===== src/rtl/adc_seq_pkg.sv =====
package adc_seq_pkg;
  typedef enum logic [2:0] {
    ST_IDLE,
    ST_PWRUP,
    ST_SCAN,
    ST_SLEEP,
    ST_DONE
  } seq_state_e;

  function automatic int imax(int a, int b);
    return (a > b) ? a : b;
  endfunction
endpackage


===== src/rtl/adc_seq_timer.sv =====
module adc_seq_timer #(
  parameter int CW = 24
) (
  input  logic          clk,
  input  logic          rst,
  input  logic          clr,
  output logic [CW-1:0] count
);
  always_ff @(posedge clk) begin
    if (rst || clr) count <= '0;
    else if (!(&count)) count <= count + 1'b1;
  end
endmodule


===== src/rtl/adc_seq_chsel.sv =====
module adc_seq_chsel #(
  parameter int NCH = 2
) (
  input  logic           clk,
  input  logic           rst,
  input  logic           clr,
  input  logic           load_first,
  input  logic           advance,
  output logic [NCH-1:0] sel,
  output logic           at_last
);
  localparam logic [NCH-1:0] FIRST = NCH'(1);

  always_ff @(posedge clk) begin
    if (rst || clr) sel <= '0;
    else if (load_first) sel <= FIRST;
    else if (advance) sel <= sel << 1;
  end

  assign at_last = sel[NCH-1];
endmodule


===== src/rtl/adc_pwr_seq.sv =====
module adc_pwr_seq
  import adc_seq_pkg::*;
#(
  parameter int NCH  = 2,
  parameter int PU_W = 4,
  parameter int WK_W = 24
) (
  input  logic            clk,
  input  logic            rst,
  input  logic            enable,
  input  logic            lp_mode,
  input  logic            oneshot_mode,
  input  logic            sw_reset,
  input  logic [PU_W-1:0] pwrup_time,
  input  logic [WK_W-1:0] wakeup_time,
  input  logic            data_valid,
  output logic            adc_pd,
  output logic [NCH-1:0]  adc_chn_sel,
  output logic            oneshot_done
);
  localparam int CW = imax(WK_W, PU_W + 1);

  seq_state_e     state_q, state_d;
  logic [CW-1:0]  cnt;
  logic           tmr_clr, sel_clr, sel_first, sel_adv, at_last;
  logic           pd_d, done_d;
  logic [CW:0]    cnt_plus1, wake_ext, pu_target;

  assign cnt_plus1 = {1'b0, cnt} + 1'b1;
  assign wake_ext  = (CW+1)'(wakeup_time);
  assign pu_target = (CW+1)'(pwrup_time) + 1'b1;

  adc_seq_timer #(.CW(CW)) u_timer (
    .clk(clk), .rst(rst), .clr(tmr_clr), .count(cnt)
  );

  adc_seq_chsel #(.NCH(NCH)) u_chsel (
    .clk(clk), .rst(rst), .clr(sel_clr), .load_first(sel_first),
    .advance(sel_adv), .sel(adc_chn_sel), .at_last(at_last)
  );

  always_comb begin
    state_d   = state_q;
    sel_clr   = 1'b0;
    sel_first = 1'b0;
    sel_adv   = 1'b0;
    pd_d      = adc_pd;
    done_d    = 1'b0;
    if (sw_reset || !enable) begin
      state_d = ST_IDLE;
      sel_clr = 1'b1;
      pd_d    = 1'b1;
    end else begin
      case (state_q)
        ST_IDLE: begin
          state_d = ST_PWRUP;
          pd_d    = 1'b0;
        end
        ST_PWRUP: begin
          if ({1'b0, cnt} == pu_target) begin
            state_d   = ST_SCAN;
            sel_first = 1'b1;
          end
        end
        ST_SCAN: begin
          if (data_valid) begin
            if (!at_last) begin
              sel_adv = 1'b1;
            end else if (oneshot_mode) begin
              state_d = ST_DONE;
              sel_clr = 1'b1;
              pd_d    = 1'b1;
              done_d  = 1'b1;
            end else if (lp_mode) begin
              state_d = ST_SLEEP;
              sel_clr = 1'b1;
              pd_d    = 1'b1;
            end else begin
              sel_first = 1'b1;
            end
          end
        end
        ST_SLEEP: begin
          if (cnt_plus1 >= wake_ext) begin
            state_d = ST_PWRUP;
            pd_d    = 1'b0;
          end
        end
        default: state_d = state_q;
      endcase
    end
  end

  assign tmr_clr = (state_d != state_q);

  always_ff @(posedge clk) begin
    if (rst) begin
      state_q      <= ST_IDLE;
      adc_pd       <= 1'b1;
      oneshot_done <= 1'b0;
    end else begin
      state_q      <= state_d;
      adc_pd       <= pd_d;
      oneshot_done <= done_d;
    end
  end

  // Cycle-age counters used only by the checks below
  logic [CW:0] pu_age, slp_age;
  always_ff @(posedge clk) begin
    if (rst) begin
      pu_age  <= '0;
      slp_age <= '0;
    end else begin
      if (adc_pd) pu_age <= '0;
      else if (!(&pu_age)) pu_age <= pu_age + 1'b1;
      if (!adc_pd) slp_age <= '0;
      else if (!(&slp_age)) slp_age <= slp_age + 1'b1;
    end
  end


  sel_onehot_chk: assert property (@(posedge clk) disable iff (rst)
    $onehot0(adc_chn_sel));


  pwrup_delay_chk: assert property (@(posedge clk) disable iff (rst)
    $rose(|adc_chn_sel) |-> (pu_age == (CW+1)'(pwrup_time) + 2));


  sleep_len_chk: assert property (@(posedge clk) disable iff (rst)
    ($fell(adc_pd) && $past(state_q) == ST_SLEEP) |->
      (slp_age == ((wakeup_time == '0) ? (CW+1)'(1) : wake_ext)));


  sel_hold_chk: assert property (@(posedge clk) disable iff (rst)
    ((|adc_chn_sel) && !data_valid && enable && !sw_reset) |=> $stable(adc_chn_sel));


  disable_off_chk: assert property (@(posedge clk) disable iff (rst)
    (!enable || sw_reset) |=> (adc_pd && adc_chn_sel == '0));


  done_pulse_chk: assert property (@(posedge clk) disable iff (rst)
    oneshot_done |-> (adc_pd && adc_chn_sel == '0) ##1 !oneshot_done);
endmodule


===== config.mk =====
export PLATFORM = sky130hd
export DESIGN_NAME = adc_pwr_seq
export DESIGN_NICKNAME = d
export VERILOG_FILES = /design/src/rtl/adc_seq_pkg.sv /design/src/rtl/adc_seq_timer.sv /design/src/rtl/adc_seq_chsel.sv /design/src/rtl/adc_pwr_seq.sv
export SDC_FILE = /design/constraint.sdc
export NUM_CORES = 1
export LEC_CHECK = 0
export BUFFER_PORTS_ARGS = -buffer_cell sky130_fd_sc_hd__buf_4
export CAP_MARGIN = 20
export CORE_UTILIZATION = 50
export DETAILED_ROUTE_END_ITERATION = 8
export HOLD_SLACK_MARGIN = 0.02
export MAX_ROUTING_LAYER = met4
export PLACE_DENSITY = 0.71
export SETUP_SLACK_MARGIN = 0.2
export SYNTH_ARGS = -nofsm -noshare
export SYNTH_HDL_FRONTEND = slang
export SYNTH_HIERARCHICAL = 1
export SYNTH_SLANG_ARGS = --single-unit

===== constraint.sdc =====
create_clock -name clk -period 6.56 [get_ports clk]
set_clock_uncertainty 0.05 [all_clocks]
set_input_delay 1.312 -clock clk [delete_from_list [all_inputs] [get_ports clk]]
set_output_delay 1.312 -clock clk [all_outputs]
set_load 0.02 [all_outputs]

# ---- After elaboration in Yosys (flattened, before gate mapping)
# Index checks and enable logic that the tools add are counted.
dict set report totals {
  register_bits 31
}
dict set report op_classes {
  n_addsub 3
  bitwise_logic 3
  mux 34
  eq_ne 9
  reduce_logical 12
  magnitude_cmp 1
}
# op count
set op_table {}
lappend op_table {{adder 24 x 1 -> 25 bit, second input constant} 1}
lappend op_table {{greater-or-equal comparator 25 x 24 -> 1 bit} 1}
lappend op_table {{adder 24 x 1 -> 24 bit, second input constant} 1}
lappend op_table {{== test 24 x 5 -> 1 bit} 1}
lappend op_table {{two-way mux 1 bit} 24}
lappend op_table {{AND reduction 24 bit} 1}
lappend op_table {{two-way mux 3 bit} 7}
lappend op_table {{one-hot mux 3 bit (4 select lines)} 1}
lappend op_table {{== test 3 x 2 -> 1 bit, second input constant} 2}
lappend op_table {{adder 4 x 1 -> 5 bit, second input constant} 1}
lappend op_table {{AND reduction 5 bit} 1}
lappend op_table {{OR reduction 5 bit} 1}
lappend op_table {{!= test 2 bit, second input constant} 2}
lappend op_table {{OR reduction 2 bit} 2}
lappend op_table {{== test 3 x 1 -> 1 bit, second input constant} 1}
lappend op_table {{zero test 3 bit} 1}
lappend op_table {{logical OR 1 bit} 3}
lappend op_table {{!= test 3 bit} 1}
lappend op_table {{!= test 3 bit, second input constant} 1}
lappend op_table {{inverter 1 bit} 3}
lappend op_table {{one-hot mux 1 bit (3 select lines)} 1}
lappend op_table {{nonzero test 3 bit} 1}
lappend op_table {{!= test 2 x 1 -> 1 bit, second input constant} 1}
lappend op_table {{one-hot mux 1 bit (2 select lines)} 1}
lappend op_table {{other kinds (2)} 2}

# ---- Depth between registers and ports, before layout
# Gate-level depths: netlist of run 1.
dict set report depth {
  depth_word 8
  mapped_depth 17
  ltp_nobuf 16
}

# ---- Modules after synthesis
# The synthesis of run 1 kept the hierarchy.
# module seq_area_each_um2 area_each_um2 cells_per_inst instances
set modules_own_cells {}
lappend modules_own_cells {adc_pwr_seq 100.1 1511.4 212 1}
lappend modules_own_cells {adc_seq_timer 480.5 1332.5 153 1}
lappend modules_own_cells {adc_seq_chsel 40.0 87.6 8 1}

# ---- Least setup slack after synthesis of run 1
# No wires, ideal clock.
dict set report synth_timing {
  path_type {flip-flop to flip-flop}
  start {register u_timer.count[0]}
  end {register u_timer.count[5]}
  slack_ns 2.615
  path_stages_with_launch 17
  period_less_slack_ns 3.945
  setup_ns 0.069
  required_time_ns 6.441
  n_path_buf 1
  arrival_ns 3.827
  path_cell_list {dfxtp_1 -> ha_1 -> nand4_2 -> nor4_4 -> nand4_1 -> xnor2_1 -> ha_1 -> a21oi_1 -> o21ai_0 -> a221oi_1 -> a21oi_1 -> a311oi_1 -> o211ai_1 -> or2_2 -> buf_1 -> a2111o_1 -> o21ai_1}
}
dict set report synth_between {
  elab_chain_cells 7
}
# element line_no
set synth_lines {}
lappend synth_lines {{start: declaration} adc_seq_timer.sv:7} ;# output logic [CW-1:0] count
lappend synth_lines {{start signal: assignment} adc_seq_timer.sv:11} ;# else if (!(&count)) count <= count + 1'b1;
lappend synth_lines {{adder 24 x 1 -> 25 bit} adc_pwr_seq.sv:29} ;# assign cnt_plus1 = {1'b0, cnt} + 1'b1;
lappend synth_lines {{greater-or-equal comparator 25 x 24 -> 1 bit} adc_pwr_seq.sv:84} ;# if (cnt_plus1 >= wake_ext) begin
lappend synth_lines {{two-way mux 3 bit} adc_pwr_seq.sv:84}
lappend synth_lines {{one-hot mux 3 bit (4 select lines) *} adc_pwr_seq.sv:54} ;# case (state_q)
lappend synth_lines {{two-way mux 3 bit *} adc_pwr_seq.sv:49} ;# if (sw_reset || !enable) begin
lappend synth_lines {{!= test 3 bit *} adc_pwr_seq.sv:94} ;# assign tmr_clr = (state_d != state_q);
lappend synth_lines {{net tmr_clr} adc_pwr_seq.sv:25} ;# logic tmr_clr, sel_clr, sel_first, sel_adv, at_last;
lappend synth_lines {{logical OR 1 bit *} adc_seq_timer.sv:10} ;# if (rst || clr) count <= '0;
# The timed path passes the listed nets; every way through them passes the cells marked *.
# A chain may end at the register's enable or synchronous reset.

# ---- Final worst setup path of run 1
dict set report layout_timing {
  start {register u_timer.count[2]}
  end {register u_timer.count[14]}
}
# The elaborated chain is that of the path after synthesis.

==> results of run 1 <==
## where the power goes
group          switching (mW)  internal, mW
logic                  0.0274        0.0287
clock network          0.0726        0.0958
registers             0.00440         0.190
total                   0.104         0.314
## area by class of cell
type / instances / share of cell area [%]
Tap cell: 72 / 2.693
Timing Repair Buffer: 39 / 8.751
Sequential cell: 31 / 18.55
Multi-Input combinational cell: 304 / 64.10
Clock buffer: 8 / 2.992
Inverter: 26 / 2.917
## sequential cells by signal, indices dropped and copies added, names as in the netlist
name,cells
state_q,3
u_timer/count,24
u_chsel/sel,2
adc_pd,1
oneshot_done,1
## worst paths after layout
path                        to  slack (ns)  cells after the start
min reg2reg             adc_pd        0.47                      1
max          u_timer/count[14]        1.73                     16
max reg2reg  u_timer/count[14]        1.73                     16
min                     adc_pd        0.47                      1
## per-layer routing
layer / wire length [µm] / up-vias / GRT usage [%]
met5: 0 / - / -
li1: - / 1490 / -
met2: 3410 / 94 / 42.00
met3: 409 / 17 / 4.651
met1: 3382 / 1357 / 31.25
met4: 182 / 0 / 10.56
## synthesized netlist by cell type, drive strengths merged, types with 2 or more instances
| library cell | number | area, µm² |
|---|---|---|
| nand2 | 35 | 133.9 |
| dfxtp | 31 | 620.6 |
| ha | 27 | 337.8 |
| inv | 26 | 97.59 |
| nand3 | 23 | 115.1 |
| a21oi | 22 | 110.1 |
| nand4 | 19 | 161.4 |
| nor2 | 19 | 71.32 |
| o21ai | 19 | 95.09 |
| nor4 | 16 | 148.9 |
| xnor2 | 16 | 140.1 |
| and3 | 10 | 62.56 |
| xor2 | 10 | 87.58 |
| a31oi | 8 | 50.05 |
| buf | 8 | 58.80 |
| nor3 | 8 | 40.04 |
| a211oi | 7 | 57.55 |
| o31ai | 6 | 45.04 |
| a2111o | 5 | 56.30 |
| and4 | 5 | 45.04 |
| nor2b | 5 | 31.28 |
| or4 | 5 | 37.54 |
| clkbuf | 4 | 15.01 |
| o211ai | 4 | 30.03 |
| and2 | 3 | 18.77 |
| nand4b | 3 | 26.28 |
| o21a | 3 | 22.52 |
| mux2i | 2 | 20.02 |
| nand2b | 2 | 12.51 |
| nor3b | 2 | 15.01 |
| o41ai | 2 | 17.52 |
| or2 | 2 | 12.51 |
| or3 | 2 | 12.51 |
| or4b | 2 | 20.02 |
## critical path, delay by kind of cell, from the launching register on
kind	cells	cell delay, ns
simple gates	8	2.11
compound gates	6	1.58
flops	1	0.57
fa+ha+maj	1	0.25
xor+xnor	1	0.16
## cells by family (layout without fill, tap and decap cells)
family                     Yosys count  after routing
buffers and inverters               38             73
DFF                                 31             31
xor gates and xnor gates            26             26
muxes                                2              2
AOI/OAI and AO/OA                   85             85
and+or+nand+nor                    164            164
adders and majority gates           27             27
==> flow_summary.yaml, run 1 <==
logic_synthesis:
  synth-xor-area-share_pct: 7.768
  ys_seq_elements: 31
  synth.area.mux_share_pct: 0.6829
  yosysUniqueCellTypes: 57
  synth_ff_type: "dfxtp_1"
  synth_area_um2: 2932
  synth_area_per_cell_um2: 7.859
  yosys.area_share.simple_pct: 33.76
  synth_edf_count: 0
  ys_async_sr_fraction_pct: 0
  synthCells: 373
  synth_seq_area_share_pct: 21.17
  syn-num-nets: 435
  synth_compound_area_share_pct: 19.25
  synth_top_family_by_area: "simple AND/OR/NAND/NOR gates"
  ys_warn_count: 6
  synth_fa_ha_area_share_pct: 11.52
timing:
  rsz0062_at_grt: "false"
  slew_viol_final: 0
  maxSlewHeadroom_pct: 34.95
  setup_slack_ns: 1.732
  holdWs_ns: 0.4682
  fmax_mhz: 207.1
  setup_tns_ns: 0
  tightest_slew_ns: 0.9685
  post-route-period-util_pct: 73.59
  finalHoldViolations: 0
  post-route-min-period_ns: 4.828
  setup_viol_count_final: 0
cells_and_area:
  final_area_um2: 3346
  syn_to_final_growth_pct: 14.13
  regArea_um2: 620.6
  fin_util_pct: 60.02
  multi_input_area_um2: 2145
  final-instance-count-excl-fill: 480
  fill_cells: 541
  layout_commonest_cell: "buf_4"
  mostFrequentLayoutCells: "buf_4, nand2_1, dfxtp_1, ha_1, inv_1"
  drive_gt1_share_pct: 14.95
  nNetsFinal: 469
  diodes: 0
setup_path:
  cp_common_cell: "nor2_1"
  slowest_stage: "a311oi_1"
  rr_startpoint: "u_timer/count[2]"
  path_max_fanout: 14
  startpoint: "u_timer/count[2]"
  criticalPathCategory: "reg -> reg"
  critPathCaptureType: "flip-flop"
  cpPeakStageDelay_ns: 0.64
  arrival_ns: 4.96
  start_kind: "flip-flop"
  required_ns: 6.69
  crit_chain: "and2_1 -> nand4_1 -> nor4_2 -> nand2_1 -> nor2_1 -> xor2_1 -> ha_1 -> nand3_1 -> nor4_1 -> a221oi_1 -> a21oi_1 -> a311oi_1 -> o211ai_1 -> nor2_1 -> o311ai_0 -> o41ai_1"
min_path:
  min-delay-start: "adc_pd"
  hold_class: "reg -> reg"
die:
  io_pins: 39
  rows: 27
  dieArea_um2: 6173
  initial_core_util_pct: 52.59
  die_x_um: 78.57
  die_h_um: 78.57
  core_area_um2: 5574
detailed_routing:
  vias: 2958
  ant_nets: 0
  drt_iter0_markers: 243
  viasPerCell: 6.163
  wl_per_cell_um: 15.39
  routed_wl_mm: 7.385
  drc: 0
  dr.pass1.iters: 5
clock_network:
  postCtsSetupRepairBufs: 0
  ctsHoldBuffers: 0
  cts.sinks: 31
  post_cts_resized: 0
  cts_root_buf: "clkbuf_8"
  clkTransAtPathRegs_ns: 0.07
  clock_latency_ns: 0.28
  cts_made_buffers: 5
  cts_buffer_depth: 2
  htree_levels: 2
  cts_tree: "done"
power:
  powerDensity_nw_per_um2: 125.2
  peakVddDrop_uv: 103.7
  p_leak_nw: 1.405
  power_mw: 0.4188
global_route:
  grt_overflow: 0
  grt_pass1_wl_mm: 12.32
  grt_usage_pct: 25.79
  grt_max_degree: 22
  antenna_found_initial: 0
  grt_pass1_vias: 2777
placement:
  port_buffers: 38
  dp_cells: 472
  dp_hpwl_mm: 5.517
  dpl_cell_area_um2: 3246
  gp_congestion: 0.8507
  dp_slack_ns: 1.883
job:
  drv_cap: 0
status:
  status: "finished, final reports clean"
Power figures use the tool's default switching activity.
==> inputs of run 2 (changes only) <==
Settings changed: ABC_AREA from default to 1, PLACE_DENSITY 0.71 to 0.7.
Clock period 6.56 ns to 4.65 ns, I/O delays scaled along.
==> run 2 against run 1 <==
  * Via count up 21%
  * Core utilization barely moved
  * Highest routed layer unchanged
  * Worst hold slack worse by 0.047 ns
  * Critical path depth rose by 9
  * Maximum frequency grew 21%
  * Non-clock buffer count is 1 higher
==> flow_summary.yaml, run 2 <==
status:
  status: "finished, final reports clean"
placement:
  dp_hpwl_mm: 6.601
  dp_slack_ns: 0.6932
  port_buffers: 38
  gp_congestion: 0.8966
cells_and_area:
  drive_gt1_share_pct: 13.06
  diodes: 0
  nNetsFinal: 689
  largest_register_ffs: 24
  top_register: "u_timer/count"
  fill_cells: 655
  reg.largest.list: "u_timer/count: 24 flops, state_q: 3 flops, u_chsel/sel: 2 flops"
  mostFrequentLayoutCells: "nand2_1, inv_1, nor2_1, buf_4, nand3_1"
  syn_to_final_growth_pct: 13.03
  layout_commonest_cell: "nand2_1"
clock_network:
  clock_latency_ns: 0.28
  cts_root_buf: "clkbuf_8"
  postCtsSetupRepairBufs: 0
  htree_levels: 2
  cts_tree: "done"
  post_cts_resized: 0
  clkTransAtPathRegs_ns: 0.07
  cts.sinks: 31
  cts_made_buffers: 5
  cts_buffer_depth: 2
  ctsHoldBuffers: 0
logic_synthesis:
  synth_edf_count: 0
  ys_seq_elements: 31
  synth_fa_ha_area_share_pct: 9.744
  synth-xor-area-share_pct: 7.073
  synth_top_family_by_area: "simple AND/OR/NAND/NOR gates"
  yosys.area_share.simple_pct: 45.76
  synth_area_per_cell_um2: 5.917
  synth_common_cells: "nand2_1, inv_1, nor2_1, nand3_1, dfxtp_1"
  synth_ff_type: "dfxtp_1"
  yosysMostFrequentCell: "nand2_1"
  synth_compound_area_share_pct: 5.774
  synth_seq_area_share_pct: 17.90
  synth_area_um2: 3467
  yosysTopAreaCellShare_pct: 18.73
  ys_async_sr_fraction_pct: 0
  yosysUniqueCellTypes: 36
  ys_top_cells_by_area: "nand2_1, dfxtp_1, inv_1"
  synthCells: 586
  ys_warn_count: 6
  synth.area.mux_share_pct: 0
  yosysTopAreaCell: "nand2_1"
  syn-num-nets: 648
timing:
  setup_viol_count_final: 0
  post-route-period-util_pct: 85.89
  post-route-min-period_ns: 3.994
  tightest_slew_ns: 0.5045
  setup_tns_ns: 0
  maxSlewHeadroom_pct: 65.89
  finalHoldViolations: 0
  setup_slack_ns: 0.6563
  holdWs_ns: 0.4208
  rsz0062_at_grt: "false"
  slew_viol_final: 0
  fmax_mhz: 250.4
detailed_routing:
  ant_nets: 0
  drt_iter0_markers: 230
  routed_wl_mm: 8.151
  viasPerCell: 5.070
  wl_per_cell_um: 11.56
  vias: 3574
  drc: 0
  dr.pass1.iters: 5
setup_path:
  reg2reg_slack_ns: 0.66
  cp_common_cell: "nand2_1"
  reg2reg_depth: 25
  required_ns: 4.75
  arrival_ns: 4.09
  cp_num_buf_inv: 2
  path_max_fanout: 14
  start_kind: "flip-flop"
  startpoint: "u_timer/count[0]"
  cpPeakStageDelay_ns: 0.60
  critPathCaptureType: "flip-flop"
  rr_startpoint: "u_timer/count[0]"
  critical_path.top_delay_family: "simple AND/OR/NAND/NOR gates"
  slowest_stage: "dfxtp_1"
  criticalPathCategory: "reg -> reg"
  r2r-end: "u_timer/count[8]"
die:
  io_pins: 39
  die_h_um: 85.27
  initial_core_util_pct: 53.08
  core_area_um2: 6531
  die_x_um: 85.27
  dieArea_um2: 7271
  rows: 29
min_path:
  hold_class: "reg -> reg"
  whs_endpoint: "adc_pd"
  min-delay-start: "adc_pd"
  hold_depth: 2
global_route:
  grt_pass1_wl_mm: 14.03
  grt_usage_pct: 24.63
  grt_overflow: 0
  grt_max_degree: 23
  grt_pass1_vias: 3355
  antenna_found_initial: 0
job:
  drv_cap: 0
power:
  peakVddDrop_uv: 158.8
  p_leak_nw: 2.064
  powerDensity_nw_per_um2: 152.0
-- run 2: cells by family (layout without fill, tap and decap cells) --
| logic type | Yosys count | after routing |
|---|---|---|
| adders and majority gates | 27 | 27 |
| DFF | 31 | 31 |
| AOI/OAI and AO/OA | 37 | 37 |
| and+or+nand+nor | 342 | 342 |
| xor gates and xnor gates | 28 | 28 |
| buffers and inverters | 121 | 163 |
-- run 2: worst max path at each step --
stage | to | slack [ns] | depth (start not counted)
global route | u_timer/count[7] | 0.24 | 25
global placement | u_timer/count[3] | 0.86 | 25
CTS | u_timer/count[8] | 0.66 | 25
detailed placement | u_timer/count[8] | 0.69 | 25
finish | u_timer/count[8] | 0.66 | 25
floorplan | u_timer/count[3] | 1.17 | 25
-- run 2: through the flow --
step	util (%)	instances	power, mW	instance area [µm²]
3_3_place_gp	58.47	697	0.3646	3819
6_report	60.00	705	0.5958	3919
5_1_grt	60.00	705	0.6310	3919
3_5_place_dp	58.47	697	0.3669	3819
2_1_floorplan	-	586	0.3295	3467
4_1_cts	60.00	705	0.6057	3919
-- run 2: worst reg2reg max path, stage by stage (launching register included) --
cell and delay [ns]:
dfxtp_1 0.60, ha_1 0.28, nand2_2 0.08, nor2_4 0.14
nand3_2 0.09, or3_4 0.37, nor3_4 0.19, nand2_1 0.10
xor2_1 0.16, ha_1 0.30, nand2_1 0.06, nor2_1 0.09
nand2_1 0.08, nor2_1 0.14, nand2_1 0.07, nand3_1 0.08
nor2_1 0.05, nand2_1 0.08, nand2_1 0.05, nand2_1 0.07
nand2_1 0.06, nand3_1 0.08, nor2_1 0.05, buf_4 0.18
inv_1 0.29, a31oi_1 0.09
-- run 2: layout make-up --
| cell class | instances | area [µm²] | area share, % |
|---|---|---|---|
| multi-input combinational | 434 | 2370 | 60.47 |
| clock buffer | 8 | 100.1 | 2.554 |
| tap | 77 | 96.34 | 2.458 |
| timing repair buffer | 40 | 300.3 | 7.663 |
| inverter | 115 | 431.7 | 11.02 |
| sequential | 31 | 620.6 | 15.84 |
-- run 2: metal layers --
metal	track usage (%)	share of wire, %	vias to the layer above
li1	-	-	1887
met1	29.33	47	1588
met2	41.50	46	85
met3	3.307	4.4	14
met4	10.91	2.8	0
met5	-	0	-
-- run 2: power by group --
group,switching [mW],internal (mW),leakage (nW)
sequential,0.00633,0.268,0.250
combinational,0.0445,0.0415,1.76
clock,0.100,0.135,0.0515
total,0.151,0.445,2.06
==> inputs of run 3 (changes only) <==
Settings changed: CORE_UTILIZATION 50 to 40, PLACE_DENSITY 0.7 to default, SLEW_MARGIN from default to 40.
==> run 3 against run 2 <==
  * Largest cell class unchanged
  * Final cell count rose by 3.8%
  * Routed wire length rose by 0.61%
  * Critical path type unchanged
  * Via count fell by 2.0%
  * Highest routed layer unchanged
  * Critical endpoint is now u_timer/count[1]
  * Non-clock buffer count fell by 1
==> flow_summary.yaml, run 3 (synthesis gave the netlist of run 2 again) <==
setup_path:
  required_ns: 4.76
  critical_path.top_delay_family: "simple AND/OR/NAND/NOR gates"
  cp_common_cell: "nand2_1"
  slowest_stage: "dfxtp_1"
  critPathCaptureType: "flip-flop"
  cp_num_buf_inv: 2
  startpoint: "u_timer/count[0]"
  start_kind: "flip-flop"
  cpPeakStageDelay_ns: 0.57
  criticalPathCategory: "reg -> reg"
  path_max_fanout: 14
  rr_startpoint: "u_timer/count[0]"
  arrival_ns: 3.96
timing:
  post-route-period-util_pct: 82.98
  post-route-min-period_ns: 3.859
  maxSlewHeadroom_pct: 66.59
  setup_viol_count_final: 0
  slew_viol_final: 0
  fmax_mhz: 259.2
  finalHoldViolations: 0
  tightest_slew_ns: 0.4943
  rsz0062_at_grt: "false"
  setup_tns_ns: 0
die:
  io_pins: 39
  dieArea_um2: 9044
  die_x_um: 95.10
  die_h_um: 95.10
  rows: 33
  initial_core_util_pct: 41.78
  core_area_um2: 8299
clock_network:
  cts.sinks: 31
  cts_tree: "done"
  cts_root_buf: "clkbuf_8"
  post_cts_resized: 0
  ctsHoldBuffers: 0
  clkTransAtPathRegs_ns: 0.07
  htree_levels: 2
  cts_buffer_depth: 2
  clock_latency_ns: 0.28
  cts_made_buffers: 5
  postCtsSetupRepairBufs: 0
cells_and_area:
  fill_cells: 916
  layout_commonest_cell: "nand2_1"
  reg.largest.list: "u_timer/count: 24 flops, state_q: 3 flops, u_chsel/sel: 2 flops"
  mostFrequentLayoutCells: "nand2_1, inv_1, nor2_1, buf_4, nand3_1"
  syn_to_final_growth_pct: 13.82
  largest_register_ffs: 24
  nNetsFinal: 688
  diodes: 0
  drive_gt1_share_pct: 12.92
  top_register: "u_timer/count"
min_path:
  hold_class: "reg -> reg"
  min-delay-start: "adc_pd"
global_route:
  grt_overflow: 0
  grt_pass1_wl_mm: 13.85
  antenna_found_initial: 0
  grt_max_degree: 23
  grt_usage_pct: 19.74
  grt_pass1_vias: 3263
power:
  combPwrFrac_pct: 14.4
  power_mw: 0.5966
  clkPwrFrac_pct: 39.6
  p_leak_nw: 2.058
  p_seq_share_pct: 46.0
  peakVddDrop_uv: 147.1
  p_sw_mw: 0.1520
  p_sw_share_pct: 25.48
  powerDensity_nw_per_um2: 151.2
  internal-power_mw: 0.4446
detailed_routing:
  viasPerCell: 4.786
  dr.pass1.iters: 4
  ant_nets: 0
  vias: 3503
  routed_wl_mm: 8.201
  drt_iter0_markers: 181
  drc: 0
  wl_per_cell_um: 11.20
placement:
  gp_congestion: 0.8678
  port_buffers: 38
  dp_hpwl_mm: 6.777
job:
  drv_cap: 0
status:
  status: "finished, final reports clean"
## run 3: changes by cell type in the layout (fill, tap and decap cells not counted), sizes merged
cell,previous run,this run
buf,40,39
## run 3: per-stage QoR
stage | cells | setup WS (ns) | instance area [µm²] | utilization [%] | hold WS (ns)
finish | 732 | 0.7915 | 3946 | 47.55 | 0.4152
global route | 732 | 0.4203 | 3946 | 47.55 | 0.4534
CTS | 732 | 0.7541 | 3946 | 47.55 | 0.4205
detailed placement | 724 | 0.7657 | 3846 | 46.34 | 0.4006
global placement | 724 | 0.8774 | 3846 | 46.34 | 0.3954
floorplan | 586 | 1.175 | 3467 | - | 0.4662
## run 3: final cells by class
class                   instances  area, µm²  share of cell area (%)
clock buffers                   8      100.1                   2.536
inverters                     115      431.7                   10.94
multi-input cells             434       2370                   60.05
flip-flops and latches         31      620.6                   15.73
well taps                     105      131.4                   3.329
repair buffers                 39      292.8                   7.419
## run 3: power by group through the flow
stage | registers (mW) | logic (mW) | clock network (mW)
after floorplan | 0.279 | 0.0503 | 0
after global placement | 0.280 | 0.0856 | 0
after detailed placement | 0.280 | 0.0869 | 0
after CTS | 0.274 | 0.0875 | 0.244
after global routing | 0.275 | 0.0992 | 0.255
final | 0.274 | 0.0860 | 0.236
## run 3: final timing paths
kind	to	slack (ns)	cells past startpoint
max reg2reg	u_timer/count[1]	0.79	25
min reg2reg	adc_pd	0.42	2
min	adc_pd	0.42	2
max	u_timer/count[1]	0.79	25
## run 3: layer usage
metal  share of wire, %  wire length, µm  global-route usage, %  vias to the layer above
li1                   -                -                      -                     1892
met1                 49             4001                  24.64                     1526
met2                 45             3707                  33.39                       72
met3                3.8              308                  2.153                       13
met4                2.2              183                  5.808                        0
met5                  0                0                      -                        -
## run 3: tightest hold or removal path: cells and delay by family, from the launching register on
kind / cells / cell delay (ns)
and+or+nand+nor: 2 / 0.10
DFF: 1 / 0.33
